--- src/rtl/wpk_pkg.sv ---
package wpk_pkg;
  localparam int LVL_W  = 6;
  localparam int WORD_W = 32;
  localparam int NB_W   = 3;

  typedef struct packed {
    logic [NB_W-1:0]   nbytes;
    logic [WORD_W-1:0] data;
  } rx_entry_t;

  localparam int RX_ENTRY_W = $bits(rx_entry_t);
endpackage

--- src/rtl/wpk_fifo.sv ---
module wpk_fifo #(
  parameter int W     = 32,
  parameter int DEPTH = 8,
  parameter int LVL_W = 6
) (
  input  logic             clk,
  input  logic             rst,
  input  logic             en,
  input  logic             flush,
  input  logic             push,
  input  logic [W-1:0]     wdata,
  input  logic             pop,
  output logic [W-1:0]     head,
  output logic [LVL_W-1:0] level,
  output logic             ovf,
  output logic             unf
);
  localparam int AW = (DEPTH > 1) ? $clog2(DEPTH) : 1;
  localparam logic [AW-1:0]    LAST_IDX = AW'(DEPTH - 1);
  localparam logic [LVL_W-1:0] FULL_LVL = LVL_W'(DEPTH);

  logic [W-1:0]  mem [DEPTH];
  logic [AW-1:0] wp, rp;
  logic          full, empty, do_push, do_pop;

  assign full    = (level == FULL_LVL);
  assign empty   = (level == '0);
  assign do_pop  = en && pop && !empty && !flush;
  assign do_push = en && push && !flush && (!full || do_pop);
  assign head    = mem[rp];

  always_ff @(posedge clk) begin
    if (do_push) mem[wp] <= wdata;
  end

  always_ff @(posedge clk) begin
    if (rst || flush) begin
      wp    <= '0;
      rp    <= '0;
      level <= '0;
    end else begin
      if (do_push) wp <= (wp == LAST_IDX) ? '0 : wp + 1'b1;
      if (do_pop)  rp <= (rp == LAST_IDX) ? '0 : rp + 1'b1;
      if (do_push && !do_pop)      level <= level + 1'b1;
      else if (do_pop && !do_push) level <= level - 1'b1;
    end
  end

  always_ff @(posedge clk) begin
    if (rst) begin
      ovf <= 1'b0;
      unf <= 1'b0;
    end else begin
      ovf <= en && push && !flush && full && !do_pop;
      unf <= en && pop && !flush && empty;
    end
  end
endmodule

--- src/rtl/wpk_packer.sv ---
module wpk_packer #(
  parameter int TODO_W = 16
) (
  input  logic              clk,
  input  logic              rst,
  input  logic              clear,
  input  logic              byte_vld,
  input  logic [7:0]        byte_in,
  input  logic              xfer_end,
  input  logic              todo_load,
  input  logic [TODO_W-1:0] todo_val,
  output logic              out_push,
  output logic [31:0]       out_data,
  output logic [2:0]        out_nb,
  output logic              out_partial
);
  logic [23:0]       acc;
  logic [1:0]        cnt;
  logic [TODO_W-1:0] todo;
  logic              todo_last, close;

  assign todo_last = (todo == TODO_W'(1));
  assign out_nb    = 3'(cnt) + 3'(byte_vld);
  assign out_data  = byte_vld ? {acc, byte_in} : {8'h00, acc};
  assign close     = (byte_vld && (out_nb == 3'd4 || todo_last)) ||
                     (xfer_end && out_nb != 3'd0);
  assign out_push    = close && !clear;
  assign out_partial = out_push && (out_nb != 3'd4);

  always_ff @(posedge clk) begin
    if (rst || clear || close) begin
      acc <= '0;
      cnt <= '0;
    end else if (byte_vld) begin
      acc <= {acc[15:0], byte_in};
      cnt <= cnt + 1'b1;
    end
  end

  always_ff @(posedge clk) begin
    if (rst)                            todo <= '0;
    else if (todo_load)                 todo <= todo_val;
    else if (byte_vld && todo != '0)    todo <= todo - 1'b1;
  end
endmodule

--- src/rtl/rx_word_packer.sv ---
module rx_word_packer #(
  parameter int RX_DEPTH = 8,
  parameter int TX_DEPTH = 8,
  parameter int TODO_W   = 16
) (
  input  logic              clk,
  input  logic              rst,
  input  logic              rx_ctrl_we,
  input  logic [31:0]       rx_ctrl_wdata,
  input  logic              tx_ctrl_we,
  input  logic [31:0]       tx_ctrl_wdata,
  output logic [31:0]       rx_ctrl_q,
  output logic [31:0]       tx_ctrl_q,
  input  logic              in_byte_vld,
  input  logic [7:0]        in_byte,
  input  logic              xfer_end,
  input  logic              todo_load,
  input  logic [TODO_W-1:0] todo_val,
  input  logic              rx_pop,
  output logic [31:0]       rx_data,
  output logic [31:0]       rx_status,
  input  logic              tx_push,
  input  logic [31:0]       tx_wdata,
  input  logic              tx_pop,
  output logic [31:0]       tx_data,
  output logic [31:0]       fifo_status,
  output logic [31:0]       id_word,
  output logic              rx_req,
  output logic              tx_req,
  output logic              rx_ovf,
  output logic              rx_unf,
  output logic              tx_ovf,
  output logic              tx_unf
);
  import wpk_pkg::*;

  localparam logic [LVL_W-1:0] RX_DEPTH_F = LVL_W'(RX_DEPTH);
  localparam logic [LVL_W-1:0] TX_DEPTH_F = LVL_W'(TX_DEPTH);

  logic             rx_en_q, tx_en_q, rx_flush, tx_flush, part_pend;
  logic [LVL_W-1:0] rx_trig_q, tx_trig_q, rx_lvl, tx_lvl;
  logic             pk_push, pk_partial;
  logic [31:0]      pk_data;
  logic [2:0]       pk_nb;
  rx_entry_t        pk_entry, rx_head;
  logic             unused_ctrl_bits;

  assign unused_ctrl_bits = ^{rx_ctrl_wdata[31:14], rx_ctrl_wdata[7:2],
                              tx_ctrl_wdata[31:14], tx_ctrl_wdata[7:2]};

  assign rx_flush = rx_ctrl_we && rx_ctrl_wdata[1];
  assign tx_flush = tx_ctrl_we && tx_ctrl_wdata[1];

  always_ff @(posedge clk) begin
    if (rst) begin
      rx_en_q   <= 1'b0;
      tx_en_q   <= 1'b0;
      rx_trig_q <= '0;
      tx_trig_q <= '0;
    end else begin
      if (rx_ctrl_we) begin
        rx_en_q   <= rx_ctrl_wdata[0];
        rx_trig_q <= rx_ctrl_wdata[13:8];
      end
      if (tx_ctrl_we) begin
        tx_en_q   <= tx_ctrl_wdata[0];
        tx_trig_q <= tx_ctrl_wdata[13:8];
      end
    end
  end

  assign rx_ctrl_q = {18'b0, rx_trig_q, 7'b0, rx_en_q};
  assign tx_ctrl_q = {18'b0, tx_trig_q, 7'b0, tx_en_q};

  wpk_packer #(.TODO_W(TODO_W)) packer_i (
    .clk(clk), .rst(rst), .clear(rx_flush),
    .byte_vld(in_byte_vld), .byte_in(in_byte), .xfer_end(xfer_end),
    .todo_load(todo_load), .todo_val(todo_val),
    .out_push(pk_push), .out_data(pk_data), .out_nb(pk_nb),
    .out_partial(pk_partial)
  );

  assign pk_entry = '{nbytes: pk_nb, data: pk_data};

  wpk_fifo #(.W(RX_ENTRY_W), .DEPTH(RX_DEPTH), .LVL_W(LVL_W)) rx_fifo_i (
    .clk(clk), .rst(rst), .en(rx_en_q), .flush(rx_flush),
    .push(pk_push), .wdata(pk_entry), .pop(rx_pop),
    .head(rx_head), .level(rx_lvl), .ovf(rx_ovf), .unf(rx_unf)
  );

  wpk_fifo #(.W(WORD_W), .DEPTH(TX_DEPTH), .LVL_W(LVL_W)) tx_fifo_i (
    .clk(clk), .rst(rst), .en(tx_en_q), .flush(tx_flush),
    .push(tx_push), .wdata(tx_wdata), .pop(tx_pop),
    .head(tx_data), .level(tx_lvl), .ovf(tx_ovf), .unf(tx_unf)
  );

  always_ff @(posedge clk) begin
    if (rst || rx_flush)                 part_pend <= 1'b0;
    else if (pk_partial && rx_en_q)      part_pend <= 1'b1;
    else if (rx_lvl == '0)               part_pend <= 1'b0;
  end

  always_ff @(posedge clk) begin
    if (rst) begin
      rx_req <= 1'b0;
      tx_req <= 1'b0;
    end else begin
      rx_req <= rx_en_q && (rx_lvl != '0) && ((rx_lvl >= rx_trig_q) || part_pend);
      tx_req <= tx_en_q && (tx_lvl <= tx_trig_q);
    end
  end

  assign rx_data     = (rx_lvl == '0) ? '0 : rx_head.data;
  assign rx_status   = {1'b0, (rx_lvl == '0) ? 3'd0 : rx_head.nbytes, 28'b0};
  assign fifo_status = {18'b0, tx_lvl, 2'b0, rx_lvl};
  assign id_word     = {2'b0, TX_DEPTH_F, 2'b0, RX_DEPTH_F, 16'b0};
endmodule

--- config.mk ---
export PLATFORM = sky130hd
export DESIGN_NAME = rx_word_packer
export DESIGN_NICKNAME = d
export VERILOG_FILES = /design/src/rtl/wpk_pkg.sv /design/src/rtl/wpk_fifo.sv /design/src/rtl/wpk_packer.sv /design/src/rtl/rx_word_packer.sv
export SDC_FILE = /design/constraint.sdc
export NUM_CORES = 1
export LEC_CHECK = 0
export ABC_CLOCK_PERIOD_IN_PS = 9900
export CORE_ASPECT_RATIO = 1.75
export CORE_MARGIN = 3
export CORE_UTILIZATION = 55
export DETAILED_ROUTE_END_ITERATION = 10
export GPL_TIMING_DRIVEN = 0
export PLACE_DENSITY = 0.9
export SLEW_MARGIN = 20
export SYNTH_ARGS = -nofsm -noshare
export SYNTH_HDL_FRONTEND = slang
export SYNTH_SLANG_ARGS = --single-unit
--- constraint.sdc ---
create_clock -name clk -period 9.9 [get_ports clk]
set_input_delay 2.475 -clock clk [delete_from_list [all_inputs] [get_ports clk]]
set_output_delay 2.475 -clock clk [all_outputs]
set_load 0.01 [all_outputs]
==> impl_results.md, run 1 <==
* Outcome: complete, no violations
* Initial antenna violation count at 2
* # rows at roughly 100
* Fin crit period at between 6 and 7 ns
* Hold Buf Count CTS at 0
* Core ar. at 46,300 um^2
* Die H at roughly 290 um
* Commonest cells post-synth: 536 x edfxtp_1, 134 x mux4_2, 133 x buf_4, 100 x nor2_1, 93 x dfxtp_1
* Drt wl/cell at between 20 and 25 um
* Pins Over Slew Limit at 0
* CTS Buffer Depth at 3
* Final Wtd Congestion at 0.840
* H-tree depth at 2
* Count leader, synth: edfxtp_1
* Setup bufs post-CTS at 0
* CP Data Required Time at between 10 and 15 ns
* Worst R2R Path Depth at 12
* Nets@finish at roughly 2,100
* Crit-path most repeated cell: buf_4
* Biggest area consumer among synthesized cells: edfxtp_1
* Share of the synthesized area in the top cell type at about three fifths
* Dominant synthesized flop cell: edfxtp_1
* Final setup fails at 0
* EDFF count, synth at 536
* Clock Latency Late Sink at a little over 0.6 ns
* Final wirelength at between 60 and 70 mm
* Initial core utilization at a little under three fifths
* Register area share after synthesis at roughly 69%
* Peak fanout along the critical path at 11
* CTS tree: done
* Sequential cell area at approximately 18,000 um^2
* GR Overflow Total at 0
* DIE WIDTH at around 170 um
* Max_cap viols at 0
* Unique cell type count in the Yosys netlist at 61
* Global-route usage over all layers at ~24%
* Hold Path Cell Cnt at 2
* Yosys warns at 0
* Final antenna-violating net count at 0
* Min-Delay Path Class: reg -> reg
* Synth area leaders: edfxtp_1 62%, mux4_2 12%, dfxtp_1 7.2%, buf_4 3.8%, mux2_2 2.4%
* Layout filler cell count at 2,838
* Worst Hold Slack at just over 0.5 ns
* RSZ-0062 raised after global routing: no
* Relative slew slack at between 30% and 40%
* Largest net degree at the start of global routing at 20
* Clk root buf: clkbuf_16
* Asr flop ratio synth at 0%
* P_leak at ~0.011 uW
* Total power at approximately 5300 uW
* Area Growth Syn to Fin at 21.0%
* Clock Sinks at approximately 630
* Multi-input combinational cell area at roughly 7300 um^2
* Final instance area at roughly 31,000 um^2
* Port Buffers at around 180
* Final Skew at 0.0447 ns
* Global-route wire length before repair at around 92 mm
* Max stage delay on crit path at 0.81 ns
* Post-detail-place hpwl at 42.8 mm
* # IOs at 360
* Synth Instances at roughly 1,500
* Syn_area_per_cell at 17.6 um^2
* CP Class: in -> reg
* Number of global-route vias before repair at roughly 15,000
* Final worst-path cycle share at about three fifths
* CTS Buf Count at 52
* Initial DRC count at around 1,200
* Setup total negative slack at 0 ns
* Hold Fails Final Rpt at 0
* Total Die Area at between 50,000 and 60,000 um^2
* Vias per cell at just under 6
* Post-route DRC at 0
* Critical Path Source Type: primary input
* Least-Margin Pin Slew at 0.989 ns
* Crit end category: flop
* Layout cells sized above 1 at between 20% and 30%
* DR vias at 14,634
* Crit path cell chain: clkdlybuf4s50_1 > ha_1 > ha_1 > nor3b_1 > o211a_1 > a21o_1 > nand2_1 > nor4b_2 > buf_2 > buf_4 > buf_2 > buf_4 > buf_4
* CTS clock-pin slew for the worst setup and hold paths at roughly 0.06 ns
* Post-CTS sizing at 0
* Crit-path slowest cell: nor4b_2
* Max frequency at ~160 MHz
* Maximum VDD drop at between 0.15 and 0.2 mV
* Yosys reg bits at 629
* Synth Cell Area at between 20,000 and 30,000 um^2
* P per Cell Area at between 150 and 200 nW/um^2
* DRT Pass-1 Iters at 6
* DP Area at a little under 30,000 um^2
* Worst Path Arrival at ~6.4 ns
## state kept, by name, summed over array words and instances, names as in the netlist, 2 cells and up, named ones only
register	cells
packer_i.cnt	2
rx_trig_q	6
rx_fifo_i.mem	280
packer_i.todo	16
packer_i.acc	24
rx_fifo_i.rp	3
rx_fifo_i.wp	3
tx_fifo_i.mem	256
tx_fifo_i.level	6
tx_fifo_i.wp	3
rx_fifo_i.level	6
tx_trig_q	6
tx_fifo_i.rp	3
## per-stage QoR
step | util [%] | cells | worst slack [ns]
final | 67.9 | 2525 | 3.81
after global routing | 67.9 | 2524 | 3.57
after CTS | 67.9 | 2523 | 3.80
after detailed placement | 64.2 | 2425 | 3.28
after global placement | 62.6 | 2364 | -2.19
after floorplan | - | 1603 | 2.02
## per-layer routing
metal / vias to the layer above / GRT usage, % / share of wire, %
met5: - / 0 / 0
met2: 750 / 46.1 / 56
met3: 195 / 4.01 / 6.6
met1: 7356 / 26.6 / 32
met4: 0 / 11.3 / 4.7
li1: 6333 / - / -
## area by class of cell
type	instances	share of cell area, %
sequential	629	57.1
multi-input combinational	760	23.2
timing repair buffer	239	7.75
clock buffer	64	4.38
buffer	193	3.97
tap	583	2.32
clock inverter	34	1.02
inverter	21	0.251
antenna	2	0.0159
## power by group
group          internal (uW)  switching, uW
clock                   1070            973
sequential              2880           20.0
combinational            170            185
total                   4120           1180
## layout by cell type, fill, tap and decap left out, types with 7 or more instances in the layout
master | synthesis | layout
a211oi_1 | 15 | 15
a21oi_1 | 18 | 18
and2_1 | 12 | 12
buf_16 | 0 | 10
buf_2 | 13 | 25
buf_4 | 133 | 167
clkbuf_1 | 41 | 50
clkbuf_16 | 0 | 52
clkdlybuf4s50_1 | 0 | 178
clkinv_2 | 0 | 11
conb_1 | 2 | 131
dfxtp_1 | 93 | 93
edfxtp_1 | 536 | 536
ha_1 | 35 | 35
inv_1 | 20 | 20
mux2_2 | 56 | 56
mux2i_1 | 59 | 59
mux4_2 | 134 | 134
nand2_1 | 27 | 27
nand3_1 | 7 | 7
nor2_1 | 100 | 93
nor2_4 | 0 | 7
nor2b_1 | 31 | 31
nor3_1 | 15 | 11
o21ai_0 | 13 | 13
xnor2_1 | 14 | 14
## cell families after synthesis
family,after synthesis,synth area share (%)
compound gates,77,2.04
xor+xnor,20,0.674
fa+ha+maj,37,1.84
buf+inv,214,5.10
flops,629,69.1
mux,249,16.3
other cells,2,0.0289
simple gates,246,4.92
## critical path: cells and delay by family
kind / cells / cell delay (ns)
buf+inv: 6 / 1.64
simple gates: 3 / 1.25
compound gates: 2 / 0.38
fa+ha+maj: 2 / 0.65
## path summary, 6_finish.rpt
kind,start,to,slack (ns)
worst max-delay path,in_byte_vld,rx_fifo_i.mem[4][16]$_DFFE_PP_,3.81
worst min-delay path,rx_fifo_i.rp[0]$_SDFFE_PP0N_,flop,0.51
worst max register to register,packer_i.cnt[0]$_SDFFE_PP0P_,rx_fifo_i.mem[4][16]$_DFFE_PP_,5.91
worst min register to register,rx_fifo_i.rp[0]$_SDFFE_PP0N_,flop,0.51
No activity file was read; power rests on OpenSTA's default activity.
==> run 2: changes to the inputs <==
Settings changed: ABC_CLOCK_PERIOD_IN_PS 9900 to 5360, CORE_UTILIZATION 55 to 50, PLACE_DENSITY 0.9 to 0.87.
Clock period 9.9 ns to 5.36 ns, I/O delays scaled along.
==> impl_results.md, run 2 (synthesis gave the netlist of run 1 again) <==
* Number of global-route vias before repair at 15,429 (+0.27%)
* # IOs at 360 (unchanged)
* Least-Margin Pin Slew at 1.03 ns (+0.0419 ns)
* Final instance area at 31,600 um^2 (+0.59%)
* Setup bufs post-CTS at 0 (unchanged)
* Final Skew at 0.0477 ns (+0.00307 ns)
* Internal power at 7870 uW (+91%)
* Drt wl/cell at 23.8 um (-2.7%)
* CTS tree: done
* Layout filler cell count at 3,474 (+22%)
* Clk pwr share at 39.8% (+1.3 points)
* DP Cell Count at 2,489 (+2.6%)
* Worst slack at placement at -0.0836 ns (-3.37 ns)
* DR vias at 14,579 (-0.38%)
* Final setup fails at 0 (unchanged)
* CP Class: reg -> out
* H-tree depth at 2 (unchanged)
* Switching power at 2140 uW (+81%)
* CTS clock-pin slew for the worst setup and hold paths at 0.07 ns (about the same)
* Hold Fails Final Rpt at 0 (unchanged)
* CP Data Required Time at 4.02 ns (-6.22 ns)
* Met2 global-route usage at 42.0% (-4.1 points)
* Max frequency at 204 MHz
* Fin cells at 2,589 (+2.5%)
* Core ar. at 51,000 um^2 (+10%)
* Post-detail-place hpwl at 41.9 mm (-2.2%)
* Worst Path Arrival at 3.57 ns (-2.86 ns)
* P_leak at 0.0109 uW (-0.56%)
* Net Sw Frac at 21.4% (-0.89 points)
* Vias per cell at 5.63 (-2.8%)
* Area Growth Syn to Fin at 21.7%
* Reg power frac at 53.6% (-1.2 points)
* Die H at 308 um (+4.8%)
* Critical Path Source Type: flop
* Final worst-path cycle share at 91.6%
* Clock Sinks at 629 (unchanged)
* Final Wtd Congestion at 0.860 (+2.3%)
* Global-route usage over all layers at 22.3% (-2.2 points)
* Commonest non-fill, non-tap cell in the layout: edfxtp_1
* Outcome: complete, no violations
* Initial core utilization at 51.0% (-5.2 points)
* Gate power share at 6.5% (-0.2 points)
* Global-route wire length before repair at 93.1 mm (+0.64%)
* RSZ-0062 raised after global routing: no
* Busiest grt layer: met2
* Post-CTS sizing at 0 (unchanged)
* Layout cells sized above 1 at 25.4% (-0.69 points)
* Largest net degree at the start of global routing at 22 (+10%)
* # rows at 109 (+4.8%)
* Max reg flops at 280 (unchanged)
* Relative slew slack at 31.3% (-2.8 points)
* DP Area at 29,800 um^2 (+0.22%)
* Total power at 10,000 uW (+89%)
* Clock Latency Late Sink at 0.60 ns (-0.02 ns)
* Nets@finish at 2,045 (-0.87%)
* GR Overflow Total at 0 (unchanged)
* Fin worst setup slack at 0.451 ns (-3.35 ns)
* Routing usage on met3 at 3.48% (-0.53 points)
* DIE WIDTH at 178 um (+4.7%)
* Initial antenna violation count at 2 (unchanged)
* CTS Buf Count at 53 (+1.9%)
* Max_cap viols at 0 (unchanged)
* Initial DRC count at 1,350 (+12%)
* Pins Over Slew Limit at 0 (unchanged)
* Commonest cells after routing, fill and taps aside: 536 x edfxtp_1, 178 x clkdlybuf4s50_1, 145 x buf_4
* P per Cell Area at 316 nW/um^2 (+88%)
* Biggest register: rx_fifo_i.mem
* Maximum VDD drop at 0.366 mV (+120%)
* Total Die Area at 54,900 um^2 (+9.7%)
* Crit end category: output pin
* Post-route DRC at 0 (unchanged)
* Fin crit period at a little under 5 ns
* Final wirelength at 61.6 mm (-0.19%)
* Biggest regs: rx_fifo_i.mem (280), tx_fifo_i.mem (256), packer_i.acc (24)
* Min-Delay Path Class: reg -> reg
* CTS Buffer Depth at 3 (unchanged)
* Port Buffers at 178 (unchanged)
* Peak fanout along the critical path at 10 (-1)
* Setup total negative slack at 0 ns (unchanged)
* M1 GR Usage at 24.4% (-2.1 points)
* DRT Pass-1 Iters at 5 (-1)
* Final antenna-violating net count at 0 (unchanged)
* Hold Buf Count CTS at 0 (unchanged)
* Clk root buf: clkbuf_16
## run 2: worst paths after layout
check | start | to | cells past startpoint | slack (ns)
worst max-delay path | rx_fifo_i.level[0]$_SDFFE_PP0P_ | rx_status[28] | 5 | 0.45
worst max register to register | packer_i.cnt[0]$_SDFFE_PP0P_ | rx_fifo_i.level[5]$_SDFFE_PP0P_ | 14 | 1.49
worst min register to register | rx_fifo_i.rp[0]$_SDFFE_PP0N_ | flop | 2 | 0.53
worst min-delay path | rx_fifo_i.rp[0]$_SDFFE_PP0N_ | flop | 2 | 0.53
## run 2: final cells by class
type                            instances  area [um^2]  share of cell area, %
Antenna cell                            1         2.50                0.00791
Buffer                                193         1250                   3.94
Clock buffer                           59         1350                   4.26
Clock inverter                         40          473                   1.49
Inverter                               21         78.8                  0.249
Multi-Input combinational cell        760         7350                   23.2
Sequential cell                       629        18000                   56.8
Tap cell                              666          833                   2.63
Timing Repair Buffer                  220         2350                   7.42
## run 2: critical path, stage by stage (launching register included)
cell and delay [ns]:
dfxtp_1 0.40, or4_1 0.66, nor3_4 0.67, clkbuf_1 0.51, nor2_1 0.20, clkdlybuf4s50_1 0.55
## run 2: power by group through the flow
| stage | Clock, uW | Sequential, uW | Combinational (uW) |
|---|---|---|---|
| 2_1_floorplan | 0 | 5460 | 375 |
| 3_5_place_dp | 0 | 5470 | 640 |
| 3_3_place_gp | 0 | 5470 | 614 |
| 5_1_grt | 4200 | 5360 | 710 |
| 4_1_cts | 4050 | 5360 | 647 |
| 6_report | 3990 | 5360 | 655 |
## run 2: routing by layer
layer,share of wire [%],up-vias
li1,-,6286
met3,6.5,177
met5,0.034,-
met2,56,706
met4,4.4,2
met1,33,7408
## run 2: through the flow
step | hold slack (ns) | utilization [%]
detailed placement | 0.502 | 58.5
global placement | 0.486 | 57.1
global route | 0.559 | 62.0
finish | 0.530 | 62.0
CTS | 0.531 | 62.0
floorplan | 0.463 | -
